`config.mk`:
```
export PLATFORM = sky130hd
export DESIGN_NAME = latched_line_decoder
export DESIGN_NICKNAME = d
export VERILOG_FILES = /design/src/rtl/latdec_pkg.sv /design/src/rtl/ld_reset_sync.sv /design/src/rtl/ld_addr_hold.sv /design/src/rtl/ld_onehot_dec.sv /design/src/rtl/ld_out_stage.sv /design/src/rtl/latched_line_decoder.sv
export SDC_FILE = /design/constraint.sdc
export NUM_CORES = 1
export LEC_CHECK = 0
export ABC_AREA = 0
export CAP_MARGIN = 15
export CORE_MARGIN = 2
export CORE_UTILIZATION = 40
export CTS_CLUSTER_DIAMETER = 30
export DETAILED_ROUTE_END_ITERATION = 6
export DONT_BUFFER_PORTS = 1
export HOLD_SLACK_MARGIN = 0.03
export SLEW_MARGIN = 20
export SYNTH_ARGS = -nofsm -noshare
export SYNTH_HDL_FRONTEND = slang
export SYNTH_HIERARCHICAL = 1
export SYNTH_SLANG_ARGS = --single-unit
```
`constraint.sdc`:
```
create_clock -name clk -period 2.35 [get_ports clk]
set_input_delay 0.705 -clock clk [delete_from_list [all_inputs] [get_ports clk]]
set_output_delay 0.705 -clock clk [all_outputs]
set_load 0.1 [all_outputs]
```
`src/rtl/latdec_pkg.sv`:
```
package latdec_pkg;

  // Default address width of the decoder family.
  localparam int unsigned LD_ADDR_W = 4;

  // Operation applied to the address register on a clock edge.
  typedef enum logic [0:0] {
    LATCH_HOLD = 1'b0,
    LATCH_LOAD = 1'b1
  } latch_op_e;

endpackage

```
`src/rtl/ld_reset_sync.sv`:
```
// Asynchronous assertion, synchronous release of the active-low reset.
module ld_reset_sync #(
  parameter int unsigned STAGES = 2
) (
  input  logic clk,
  input  logic rst_n,
  output logic rst_sync_n
);

  localparam int unsigned LAST = STAGES - 1;

  logic [STAGES-1:0] chain_q;
  logic [STAGES-1:0] chain_d;

  always_comb begin
    chain_d = {chain_q[STAGES-2:0], 1'b1};
  end

  always_ff @(posedge clk or negedge rst_n) begin
    if (!rst_n) chain_q <= '0;
    else        chain_q <= chain_d;
  end

  assign rst_sync_n = chain_q[LAST];

endmodule

```
`src/rtl/ld_addr_hold.sv`:
```
// Address storage: a register with a load enable driven by the strobe.
module ld_addr_hold
  import latdec_pkg::*;
#(
  parameter int unsigned ADDR_W = LD_ADDR_W
) (
  input  logic              clk,
  input  logic              rst_n,
  input  logic              strobe,
  input  logic [ADDR_W-1:0] addr_d,
  output logic [ADDR_W-1:0] addr_q
);

  latch_op_e         op;
  logic [ADDR_W-1:0] addr_nxt;

  // Next-state process
  always_comb begin
    op = strobe ? LATCH_LOAD : LATCH_HOLD;
    unique case (op)
      LATCH_LOAD: addr_nxt = addr_d;
      default:    addr_nxt = addr_q;
    endcase
  end

  // Register process
  always_ff @(posedge clk or negedge rst_n) begin
    if (!rst_n) addr_q <= '0;
    else        addr_q <= addr_nxt;
  end

  // a sampled-high strobe loads the address on the bus
  p_load_r1: assert property (@(posedge clk) disable iff (!rst_n)
    strobe |=> (addr_q == $past(addr_d)));

  // a sampled-low strobe leaves the stored address untouched
  p_hold_r2: assert property (@(posedge clk) disable iff (!rst_n)
    !strobe |=> $stable(addr_q));

endmodule

```
`src/rtl/ld_onehot_dec.sv`:
```
// Binary to one-hot decode, active-high.
module ld_onehot_dec #(
  parameter int unsigned ADDR_W = 4,
  localparam int unsigned OUT_W = 1 << ADDR_W
) (
  input  logic [ADDR_W-1:0] addr,
  output logic [OUT_W-1:0]  hot
);

  for (genvar i = 0; i < OUT_W; i++) begin : g_line
    assign hot[i] = (addr == ADDR_W'(i));
  end

endmodule

```
`src/rtl/ld_out_stage.sv`:
```
// Blanking and polarity stage.
module ld_out_stage #(
  parameter int unsigned OUT_W       = 16,
  parameter bit          ACTIVE_HIGH = 1'b1
) (
  input  logic             inhibit,
  input  logic [OUT_W-1:0] hot,
  output logic [OUT_W-1:0] lines
);

  if (ACTIVE_HIGH) begin : g_pos
    always_comb lines = inhibit ? '0 : hot;
  end else begin : g_neg
    always_comb lines = inhibit ? '1 : ~hot;
  end

endmodule

```
`src/rtl/latched_line_decoder.sv`:
```
module latched_line_decoder
  import latdec_pkg::*;
#(
  parameter int unsigned ADDR_W      = LD_ADDR_W,
  parameter bit          ACTIVE_HIGH = 1'b1,
  localparam int unsigned OUT_W      = 1 << ADDR_W
) (
  input  logic              clk,
  input  logic              rst_n,
  input  logic              strobe,
  input  logic              inhibit,
  input  logic [ADDR_W-1:0] sel_addr,
  output logic [OUT_W-1:0]  line_sel
);

  localparam logic ACT_LVL = ACTIVE_HIGH;

  logic              rst_sync_n;
  logic [ADDR_W-1:0] stored_addr;
  logic [OUT_W-1:0]  hot;

  ld_reset_sync #(.STAGES(2)) u_rst (
    .clk        (clk),
    .rst_n      (rst_n),
    .rst_sync_n (rst_sync_n)
  );

  ld_addr_hold #(.ADDR_W(ADDR_W)) u_hold (
    .clk    (clk),
    .rst_n  (rst_sync_n),
    .strobe (strobe),
    .addr_d (sel_addr),
    .addr_q (stored_addr)
  );

  ld_onehot_dec #(.ADDR_W(ADDR_W)) u_dec (
    .addr (stored_addr),
    .hot  (hot)
  );

  ld_out_stage #(.OUT_W(OUT_W), .ACTIVE_HIGH(ACTIVE_HIGH)) u_out (
    .inhibit (inhibit),
    .hot     (hot),
    .lines   (line_sel)
  );

  // blanking puts every line at the inactive level
  p_blank_r3: assert property (@(posedge clk) disable iff (!rst_sync_n)
    inhibit |-> (line_sel == {OUT_W{~ACT_LVL}}));

  // without blanking, exactly one line is active
  p_one_active_r5: assert property (@(posedge clk) disable iff (!rst_sync_n)
    !inhibit |-> ($countones(line_sel ^ {OUT_W{~ACT_LVL}}) == 1));

  // the active line index is the stored address value
  p_index_r6: assert property (@(posedge clk) disable iff (!rst_sync_n)
    !inhibit |-> (line_sel[stored_addr] == ACT_LVL));

  // a load during blanking is visible once blanking ends
  p_load_blanked_r4: assert property (@(posedge clk) disable iff (!rst_sync_n)
    (inhibit && strobe) |=> (stored_addr == $past(sel_addr)));

endmodule

```
### Word level (Yosys, flattened, before mapping)

Cells that the tools add are included.

| storage, ports and cells | value |
|---|---|
| logic and storage cells | 20 |
| bits of input ports | 8 |
| register bits after elaboration | 6 |
| output and inout port bits | 16 |

| operators by class | value |
|---|---|
| equal/unequal tests | 15 |
| multiplexer cells | 2 |
| reductions and logical operators | 1 |

Operator list:

| kind | number |
|---|---|
| 4-bit == test, second input constant | 8 |
| 4-bit by 3-bit == test with 1-bit output, second input constant | 4 |
| 16-bit two-way mux | 1 |
| 4-bit by 2-bit == test with 1-bit output, second input constant | 2 |
| 4-bit by 1-bit == test with 1-bit output, second input constant | 1 |
| 4-bit zero test | 1 |
| 1-bit two-way mux | 1 |

### Logic depth before layout (Yosys ltp)

Gate-level depths: netlist (run 1).

| logic depth | value |
|---|---|
| depth in word-level cells | 2 |
| mapped depth | 3 |
| mapped depth without buffers | 2 |

### Cells and area by module

Netlist (run 1), hierarchy kept.

Modules (own cells, without submodules):

| module | sequential area each (µm²) | cells an instance | instances | area an instance (µm²) |
|---|---|---|---|---|
| ld_onehot_dec | 0.0 | 20 | 1 | 226.5 |
| ld_addr_hold | 100.1 | 8 | 1 | 145.1 |
| ld_out_stage | 0.0 | 17 | 1 | 143.9 |
| ld_reset_sync | 50.0 | 3 | 1 | 53.8 |

### Least setup slack after synthesis (run 1)

No wires, ideal clock.

| path | value |
|---|---|
| path type | input-to-output |
| start point | input port inhibit |
| end point | output port line_sel[11] |
| arrival | 2.175 ns |
| path buffers | 1 |
| stages | 2 |
| data required time | 1.645 ns |
| setup slack | -0.530 ns |
| path through | buf_6 > nor2b_1 |

| between the ends | value |
|---|---|
| cells in the longest elaborated chain, start to end | 1 |

Ends and longest elaborated chain:

| element | line | source |
|---|---|---|
| start: declaration | latched_line_decoder.sv:11 | `input logic inhibit,` |
| 16-bit two-way mux | ld_out_stage.sv:12 | `always_comb lines = inhibit ? '0 : hot;` |
| end: declaration | latched_line_decoder.sv:13 | `output logic [OUT_W-1:0] line_sel` |

Every way passes these cells.

### Worst setup path in the final report (run 1)

| path | value |
|---|---|
| start point | register u_hold.addr_q[0] |
| end point | output port line_sel[12] |

| between the ends | value |
|---|---|
| cells in the longest elaborated chain, start to end | 2 |

Ends and longest elaborated chain:

| element | line | source |
|---|---|---|
| start: declaration | ld_addr_hold.sv:11 | `output logic [ADDR_W-1:0] addr_q` |
| start signal: assignment | ld_addr_hold.sv:29 | `else addr_q <= addr_nxt;` |
| 4-bit == test | ld_onehot_dec.sv:11 | `assign hot[i] = (addr == ADDR_W'(i));` |
| net hot[12] | latched_line_decoder.sv:20 | `logic [OUT_W-1:0] hot;` |
| 16-bit two-way mux | ld_out_stage.sv:12 |  |

The timed path passes the listed nets, and every way through them passes these cells.

==> results of run 1 <==
routing by layer:
| metal | track usage | vias to the layer above | wire [µm] |
|---|---|---|---|
| met1 | 0.210 | 199 | 539 |
| met3 | 0.0348 | 0 | 48 |
| met2 | 0.272 | 14 | 653 |
| met5 | 0 | - | 0 |
| met4 | 0.0774 | 0 | 0 |
| li1 | - | 204 | - |
cells in the mapped netlist (all sizes together):
cell type  number
mux2            4
conb            1
nor4b           4
dfrtp           6
and4            1
buf             5
and2b           6
nor2b          10
nor4            1
and4bb          6
and4b           4
final cells by class:
type                    instances  area share
clock buffers                   3      0.0250
multi-input cells              37       0.427
flip-flops and latches          6       0.172
well taps                      15      0.0208
repair buffers                 16       0.355
registers in the layout, indices dropped and copies added (netlist names):
name and count:
u_hold/addr_q 4, u_rst/chain_q 2
where the power goes:
part / internal (W) / leakage [nW] / total [W] / switching [W]
registers: 0.000114 / 0.0661 / 0.000148 / 0.0000341
clock network: 0.0000572 / 0.0138 / 0.0000855 / 0.0000284
logic: 0.0000627 / 0.270 / 0.000136 / 0.0000732
total: 0.000233 / 0.349 / 0.000369 / 0.000136
kinds of logic after synthesis:
| group | synth area share |
|---|---|
| and+or+nand+nor | 0.578 |
| other | 0.00659 |
| buffers and inverters | 0.0725 |
| muxes | 0.0791 |
| DFF | 0.264 |
metrics by stage:
step / total power, W / instances
2_1_floorplan: 0.000247 / 48
3_3_place_gp: 0.000278 / 74
3_5_place_dp: 0.000285 / 74
4_1_cts: 0.000374 / 77
5_1_grt: 0.000395 / 77
6_report: 0.000369 / 77
path summary, 6_finish.rpt:
kind / startpoint / endpoint
worst min-delay path: u_rst/chain_q[1] / u_hold/addr_q[1]
max in group asynchronous: rst_n / u_rst/chain_q[1]
worst min register to register: u_rst/chain_q[1] / u_hold/addr_q[1]
worst max register to register: u_hold/addr_q[3] / u_hold/addr_q[3]
min in group clk: u_rst/chain_q[0] / u_rst/chain_q[1]
worst max-delay path: u_hold/addr_q[0] / line_sel[12]
==> results.yml, run 1 <==
run_status:
  status: "finished clean"
worst_setup_path:
  cp_max_fo: 17
  crit_buf_inv: 1
  slowest_delay_ns: 0.51
  cp.required_ns: 1.64
  r2r_setup_slack_ns: 1.42
  slowest_stage: "dfrtp_2"
  critPathKind: "flop to output port"
  r2r_cells: 1
  path_cells: "and4bb_2, nor2b_2, buf_12"
  worstPathArrival_ns: 1.45
  end_kind: "output port"
  worst-path-stages: 3
  crit_family: "flip-flops"
  start_kind: "flop"
clock_network:
  cts_max_level: 1
  numCtsBuffers: 3
  cts_sinks: 6
  cts_root_buffer: "clkbuf_4"
  cts_buffer_depth: 2
  cts_resized: 0
  clock_latency_ns: 0.23
  clkSlewWorstSetupHoldPaths_ns: 0.04
  cts_setup_buffers: 0
  holdBufCountCts: 0
  cts_tree: "done"
global_routing:
  grt_use_total: 0.167
  grt_pass1_vias: 476
  grt_pass1_wl_mm: 2.24
  grt_remaining_overflow: 0
  grt_max_degree: 18
  antenna_found_initial: 0
die:
  core_um2: 1320
  die_h_um: 41.7
  initial_core_util: 0.432
  die_w_um: 41.7
  dieArea_um2: 1740
  rows: 13
  io_pins: 24
drt:
  first_iter_violations: 4
  ant_nets: 0
  drt_drc_violations_left: 0
  vias_per_cell: 5.42
  routed_wirelength_mm: 1.24
  dr.pass1.iters: 2
  wire_per_inst_um: 16.1
  vias: 417
worst_hold_path:
  hp-class: "flop to async pin"
cells_and_area:
  multi_input_area_um2: 385
  fin_area_um2: 902
  area_delta_synth_final_pct: 58.5
  finalNetCount: 72
  final_core_util: 0.685
  layout_commonest_cell: "buf_12"
  antenna_cells: 0
  drive_gt1_frac: 0.871
  layout_common_cells: "buf_12, nor2b_2, and4bb_2, and2b_2"
  nFillCells: 90
  regArea_um2: 155
power_and_ir_drop:
  ir_drop_uv: 493
  p_per_area_nw_per_um2: 409
  power_leakage_nw: 0.349
sta:
  finalSetupTns_ns: 0
  finClkSkew_ns: 0.0000891
  max_freq_mhz: 465
  period_minus_slack_ns: 2.15
  rsz0062_at_grt: "false"
  setup_violations: 0
  finalMaxSlewViolations: 0
  post-route-period-util: 0.916
  hold_violations: 0
  setup_ws_ns: 0.198
  whs_ns: 0.0570
placement:
  portBuffers: 0
  post-place-ws_ns: 0.306
  dp_hpwl_um: 882
  globalplace.congestion: 0.718
  post_dp_cell_area_um2: 875
synthesis:
  syn-num-nets: 56
  ys_seq_area_frac: 0.264
  synth.largest_area_cell: "dfrtp_1"
  ys_ff_latch: 6
  synth.area.top_cells: "dfrtp_1, and4bb_2, nor2b_2"
  avgSynthCellArea_um2: 11.9
  synth_top_area_frac: 0.264
  yosysWarnings: 6
  synthCells: 48
  synth.distinct_cells: 13
  synthesis.area_um2: 569
job:
  drv_cap: 0
No activity file was read; power rests on OpenSTA's default activity.
==> run 2, diff against run 1 <==
--- a/config.mk
+++ b/config.mk
@@ -7,12 +7,16 @@
 export LEC_CHECK = 0
 export ABC_AREA = 0
 export CAP_MARGIN = 15
+export CELL_PAD_IN_SITES_DETAIL_PLACEMENT = 1
+export CELL_PAD_IN_SITES_GLOBAL_PLACEMENT = 1
 export CORE_MARGIN = 2
 export CORE_UTILIZATION = 40
 export CTS_CLUSTER_DIAMETER = 30
 export DETAILED_ROUTE_END_ITERATION = 6
 export DONT_BUFFER_PORTS = 1
 export HOLD_SLACK_MARGIN = 0.03
+export PLACE_DENSITY_LB_ADDON = 0.1
+export SETUP_SLACK_MARGIN = 0.05
 export SLEW_MARGIN = 20
 export SYNTH_ARGS = -nofsm -noshare
 export SYNTH_HDL_FRONTEND = slang
==> run 2 against run 1 <==
Against the previous run:
- design area increased by 2.2%
- fmax decreased by 2.5%
- critical path depth unchanged
- largest power group unchanged
- clock skew is 0.0028 ns higher
- non-clock buffer count is the same
- flip-flop and latch count stayed put
- setup slack got worse by 0.056 ns
- die area stayed put
- sequential share of layout area fell by 0.37 points
- highest routed layer is now met4
==> results.yml, run 2 (synthesis results as in run 1) <==
run_status:
  status: "finished clean"
clock_network:
  cts_root_buffer: "clkbuf_4"
  numCtsBuffers: 3
  holdBufCountCts: 0
  cts_sinks: 6
  clkSlewWorstSetupHoldPaths_ns: 0.05
  cts_max_level: 1
  cts_buffer_depth: 2
  clock_latency_ns: 0.25
  cts_tree: "done"
power_and_ir_drop:
  p_per_area_nw_per_um2: 421
  power_leakage_nw: 0.352
  power.total_w: 0.000388
  ir_drop_uv: 522
die:
  io_pins: 24
  initial_core_util: 0.432
  rows: 13
  die_w_um: 41.7
  core_um2: 1320
  dieArea_um2: 1740
  die_h_um: 41.7
cells_and_area:
  top_regs: "u_hold/addr_q (4), u_rst/chain_q (2)"
  antenna_cells: 0
  largest_register_ffs: 4
  layout_commonest_cell: "buf_12"
  nFillCells: 113
  finalNetCount: 72
  area_delta_synth_final_pct: 62.0
  drive_gt1_frac: 0.871
  layout_common_cells: "buf_12, and4bb_2, nor2b_2, and2b_2"
  regMostFlops: "u_hold/addr_q"
  finalNonFillerCells: 77
worst_setup_path:
  start_kind: "flop"
  r2r_end: "u_hold/addr_q[3]"
  worstPathArrival_ns: 1.50
  cp_max_fo: 17
  reg2reg_from: "u_hold/addr_q[3]"
  setup.worst_path.end: "line_sel[6]"
  end_kind: "output port"
  r2r_setup_slack_ns: 1.40
  crit_start: "u_hold/addr_q[3]"
  r2r_cells: 1
  critPathKind: "flop to output port"
  cp.required_ns: 1.64
sta:
  finClkSkew_ns: 0.00286
  max_freq_mhz: 453
  period_minus_slack_ns: 2.21
  whs_ns: 0.0597
  post-route-period-util: 0.940
  finalMaxSlewViolations: 0
  setup_ws_ns: 0.142
  finalSetupTns_ns: 0
  hold_violations: 0
  setup_violations: 0
  rsz0062_at_grt: "false"
placement:
  dp.cells: 74
  globalplace.congestion: 0.683
  portBuffers: 0
  dp_hpwl_mm: 1.02
  post-place-ws_ns: 0.289
global_routing:
  grt_remaining_overflow: 0
  grt_pass1_wl_mm: 2.53
  grt_use_total: 0.194
  antenna_found_initial: 0
  grt_max_degree: 18
  grt_pass1_vias: 478
drt:
  vias: 424
  ant_nets: 0
  vias_per_cell: 5.51
  dr.pass1.iters: 4
  routed_wirelength_mm: 1.47
  wire_per_inst_um: 19.1
  drt_drc_violations_left: 0
  first_iter_violations: 1
job:
  drv_cap: 0
worst_hold_path:
  hp-class: "flop to async pin"
run 2: per-layer routing:
| metal | global-route usage | wire, µm | up-vias |
|---|---|---|---|
| li1 | - | - | 205 |
| met2 | 0.316 | 729 | 21 |
| met5 | 0 | 0 | - |
| met1 | 0.253 | 630 | 196 |
| met3 | 0.0478 | 95 | 2 |
| met4 | 0.0581 | 14 | 0 |
run 2: report_power, final:
group | switching (W) | total (W) | internal [W] | leakage [nW]
sequential | 0.0000351 | 0.000148 | 0.000113 | 0.0661
combinational | 0.0000750 | 0.000140 | 0.0000648 | 0.272
clock | 0.0000417 | 0.0000998 | 0.0000581 | 0.0138
run 2: area by class of cell:
cell class | count | area [µm²] | share of cell area
well taps | 15 | 18.8 | 0.0204
repair buffers | 16 | 320 | 0.347
clock buffers | 3 | 22.5 | 0.0244
multi-input cells | 37 | 405 | 0.440
flip-flops and latches | 6 | 155 | 0.168
run 2: how the worst min path moves through the flow:
stage                     start          endpoint  slack [ns]  cells past startpoint
2_1_floorplan  u_rst/chain_q[1]  u_hold/addr_q[0]        0.04                      0
3_3_place_gp   u_rst/chain_q[1]  u_hold/addr_q[3]        0.04                      0
3_5_place_dp   u_rst/chain_q[1]  u_hold/addr_q[3]        0.06                      0
4_1_cts        u_rst/chain_q[1]  u_hold/addr_q[3]        0.06                      0
5_1_grt        u_rst/chain_q[1]  u_hold/addr_q[3]        0.09                      0
6_report       u_rst/chain_q[1]  u_hold/addr_q[3]        0.06                      0
run 2: worst max-delay path, cell delays in order (launching register included):
cell	delay, ns
dfrtp_2	0.52
and4bb_2	0.34
nor2b_2	0.19
buf_12	0.19
run 2: repair_timing:
| item | CTS | global route |
|---|---|---|
| resized for setup | 4 | 0 |
| buffers inserted | 0 | 0 |
| endpoints found under the setup margin | 5 | 0 |
run 2: per-stage QoR:
step,area (µm²),util
6_report,922,0.700
5_1_grt,922,0.700
4_1_cts,922,0.700
2_1_floorplan,597,-
3_3_place_gp,895,0.679
3_5_place_dp,895,0.679
==> run 3, diff against run 2 <==
--- a/config.mk
+++ b/config.mk
@@ -16,6 +16,7 @@
 export DONT_BUFFER_PORTS = 1
 export HOLD_SLACK_MARGIN = 0.03
 export PLACE_DENSITY_LB_ADDON = 0.1
+export RECOVER_POWER = 50
 export SETUP_SLACK_MARGIN = 0.05
 export SLEW_MARGIN = 20
 export SYNTH_ARGS = -nofsm -noshare
==> run 3 against run 2 <==
Against the previous run:
- count of clock-buffer cells in the layout unchanged
- global-route usage unchanged
- setup slack worse by 0.0055 ns
- clock power about the same
- die area unchanged
- fmax down 0.25%
- flip-flop and latch count unchanged
- final cell count unchanged
- utilization down 1.9 points
- design area down 2.7%
- first-iteration DRC count unchanged
- critical path depth unchanged
- critical path type unchanged
- highest routed layer unchanged
==> results.yml, run 3 (synthesis results as in run 1) <==
run_status:
  status: "finished clean"
die:
  die_w_um: 41.7
  die_h_um: 41.7
  core_um2: 1320
  dieArea_um2: 1740
  io_pins: 24
  initial_core_util: 0.432
  rows: 13
global_routing:
  grt_remaining_overflow: 0
  grt_use_total: 0.194
  grt_pass1_wl_mm: 2.53
  grtUsageMet2: 0.316
  use_met3: 0.0478
  grt_max_degree: 18
  antenna_found_initial: 0
  grt_pass1_vias: 478
  use_met1: 0.253
  grt_busiest_layer: "met2"
clock_network:
  clock_latency_ns: 0.25
  cts_sinks: 6
  cts_tree: "done"
  cts_max_level: 1
  clkSlewWorstSetupHoldPaths_ns: 0.05
  cts_root_buffer: "clkbuf_4"
  cts_setup_buffers: 0
  numCtsBuffers: 3
  cts_buffer_depth: 2
job:
  drv_cap: 0
sta:
  max_freq_mhz: 452
  finalMaxSlewViolations: 0
  setup_violations: 0
  finClkSkew_ns: 0.00284
  period_minus_slack_ns: 2.21
  finalSetupTns_ns: 0
  rsz0062_at_grt: "false"
  hold_violations: 0
  post-route-period-util: 0.942
cells_and_area:
  nFillCells: 116
  top_regs: "u_hold/addr_q (4), u_rst/chain_q (2)"
  antenna_cells: 0
  layout_commonest_cell: "buf_12"
  drive_gt1_frac: 0.871
  regArea_um2: 155
  largest_register_ffs: 4
  multi_input_area_um2: 405
  area_delta_synth_final_pct: 57.6
  final_core_util: 0.681
  regMostFlops: "u_hold/addr_q"
  finalNetCount: 72
  layout_common_cells: "buf_12, and4bb_2, nor2b_2, and2b_2, clkbuf_4"
drt:
  ant_nets: 0
  first_iter_violations: 1
  vias: 431
  dr.pass1.iters: 4
  drt_drc_violations_left: 0
  routed_wirelength_mm: 1.46
  wire_per_inst_um: 19.0
  vias_per_cell: 5.60
power_and_ir_drop:
  p_comb_frac: 0.355
  internal_power_w: 0.000234
  clkPwrFrac: 0.259
  p_per_area_nw_per_um2: 429
  ir_drop_uv: 520
  p_switching_w: 0.000151
  p_sw_frac: 0.393
  seqPwrFrac: 0.386
  power_leakage_nw: 0.345
worst_setup_path:
  path_cells: "and4b_1, nor2b_4, clkbuf_4"
  cp_max_fo: 17
  cp.required_ns: 1.64
  worstPathArrival_ns: 1.51
  reg2reg_from: "u_hold/addr_q[3]"
  start_kind: "flop"
  critPathKind: "flop to output port"
  end_kind: "output port"
  crit_buf_inv: 1
  crit_start: "u_hold/addr_q[0]"
  crit_family: "flip-flops"
  slowest_delay_ns: 0.52
  slowest_stage: "dfrtp_2"
placement:
  portBuffers: 0
  dp_hpwl_mm: 1.02
  globalplace.congestion: 0.683
worst_hold_path:
  hp-class: "flop to async pin"
run 3: cell count changes in the layout (fill, tap and decap cells not counted), sizes merged:
| cell | delta |
|---|---|
| buf | -2 |
| clkbuf | +2 |
run 3: per-stage QoR:
step / worst slack, ns / hold WS, ns / instances / power, W / area, µm²
after CTS: 0.132 / 0.0596 / 77 / 0.000388 / 922
after global placement: 0.389 / 0.0436 / 74 / 0.000281 / 895
after floorplan: -0.0186 / 0.0403 / 48 / 0.000252 / 597
after detailed placement: 0.289 / 0.0554 / 74 / 0.000288 / 895
after global routing: 0.0818 / 0.0855 / 77 / 0.000403 / 897
final: 0.136 / 0.0595 / 77 / 0.000385 / 897
run 3: area by class of cell:
class | count | share of cell area
Multi-Input combinational cell | 37 | 0.452
Tap cell | 15 | 0.0209
Timing Repair Buffer | 16 | 0.329
Clock buffer | 3 | 0.0251
Sequential cell | 6 | 0.173
run 3: final timing paths:
check | endpoint | slack (ns) | cells past startpoint
max in group asynchronous | u_hold/addr_q[2] | 2.12 | 0
min in group clk | u_rst/chain_q[1] | 0.36 | 0
max | line_sel[14] | 0.14 | 3
max reg2reg | u_hold/addr_q[3] | 1.40 | 1
min reg2reg | u_hold/addr_q[3] | 0.06 | 0
min | u_hold/addr_q[3] | 0.06 | 0
run 3: what timing repair did:
action                                  in CTS  in global routing
hold buffers                                 0                  0
resized for setup                            4                  0
endpoints found under the setup margin       5                  0
hold endpoints to repair                     0                  0
run 3: metal layers:
metal	up-vias	wire length (µm)
li1	205	-
met1	201	613
met2	23	738
met3	2	95
met4	0	14
met5	-	0
run 3: power by group through the flow:
| stage | Sequential, W | Clock (W) | Combinational [W] |
|---|---|---|---|
| after floorplan | 0.000123 | 0 | 0.000129 |
| after global placement | 0.000143 | 0 | 0.000137 |
| after detailed placement | 0.000147 | 0 | 0.000140 |
| after CTS | 0.000147 | 0.000100 | 0.000141 |
| after global routing | 0.000154 | 0.000109 | 0.000140 |
| final | 0.000149 | 0.0000996 | 0.000137 |
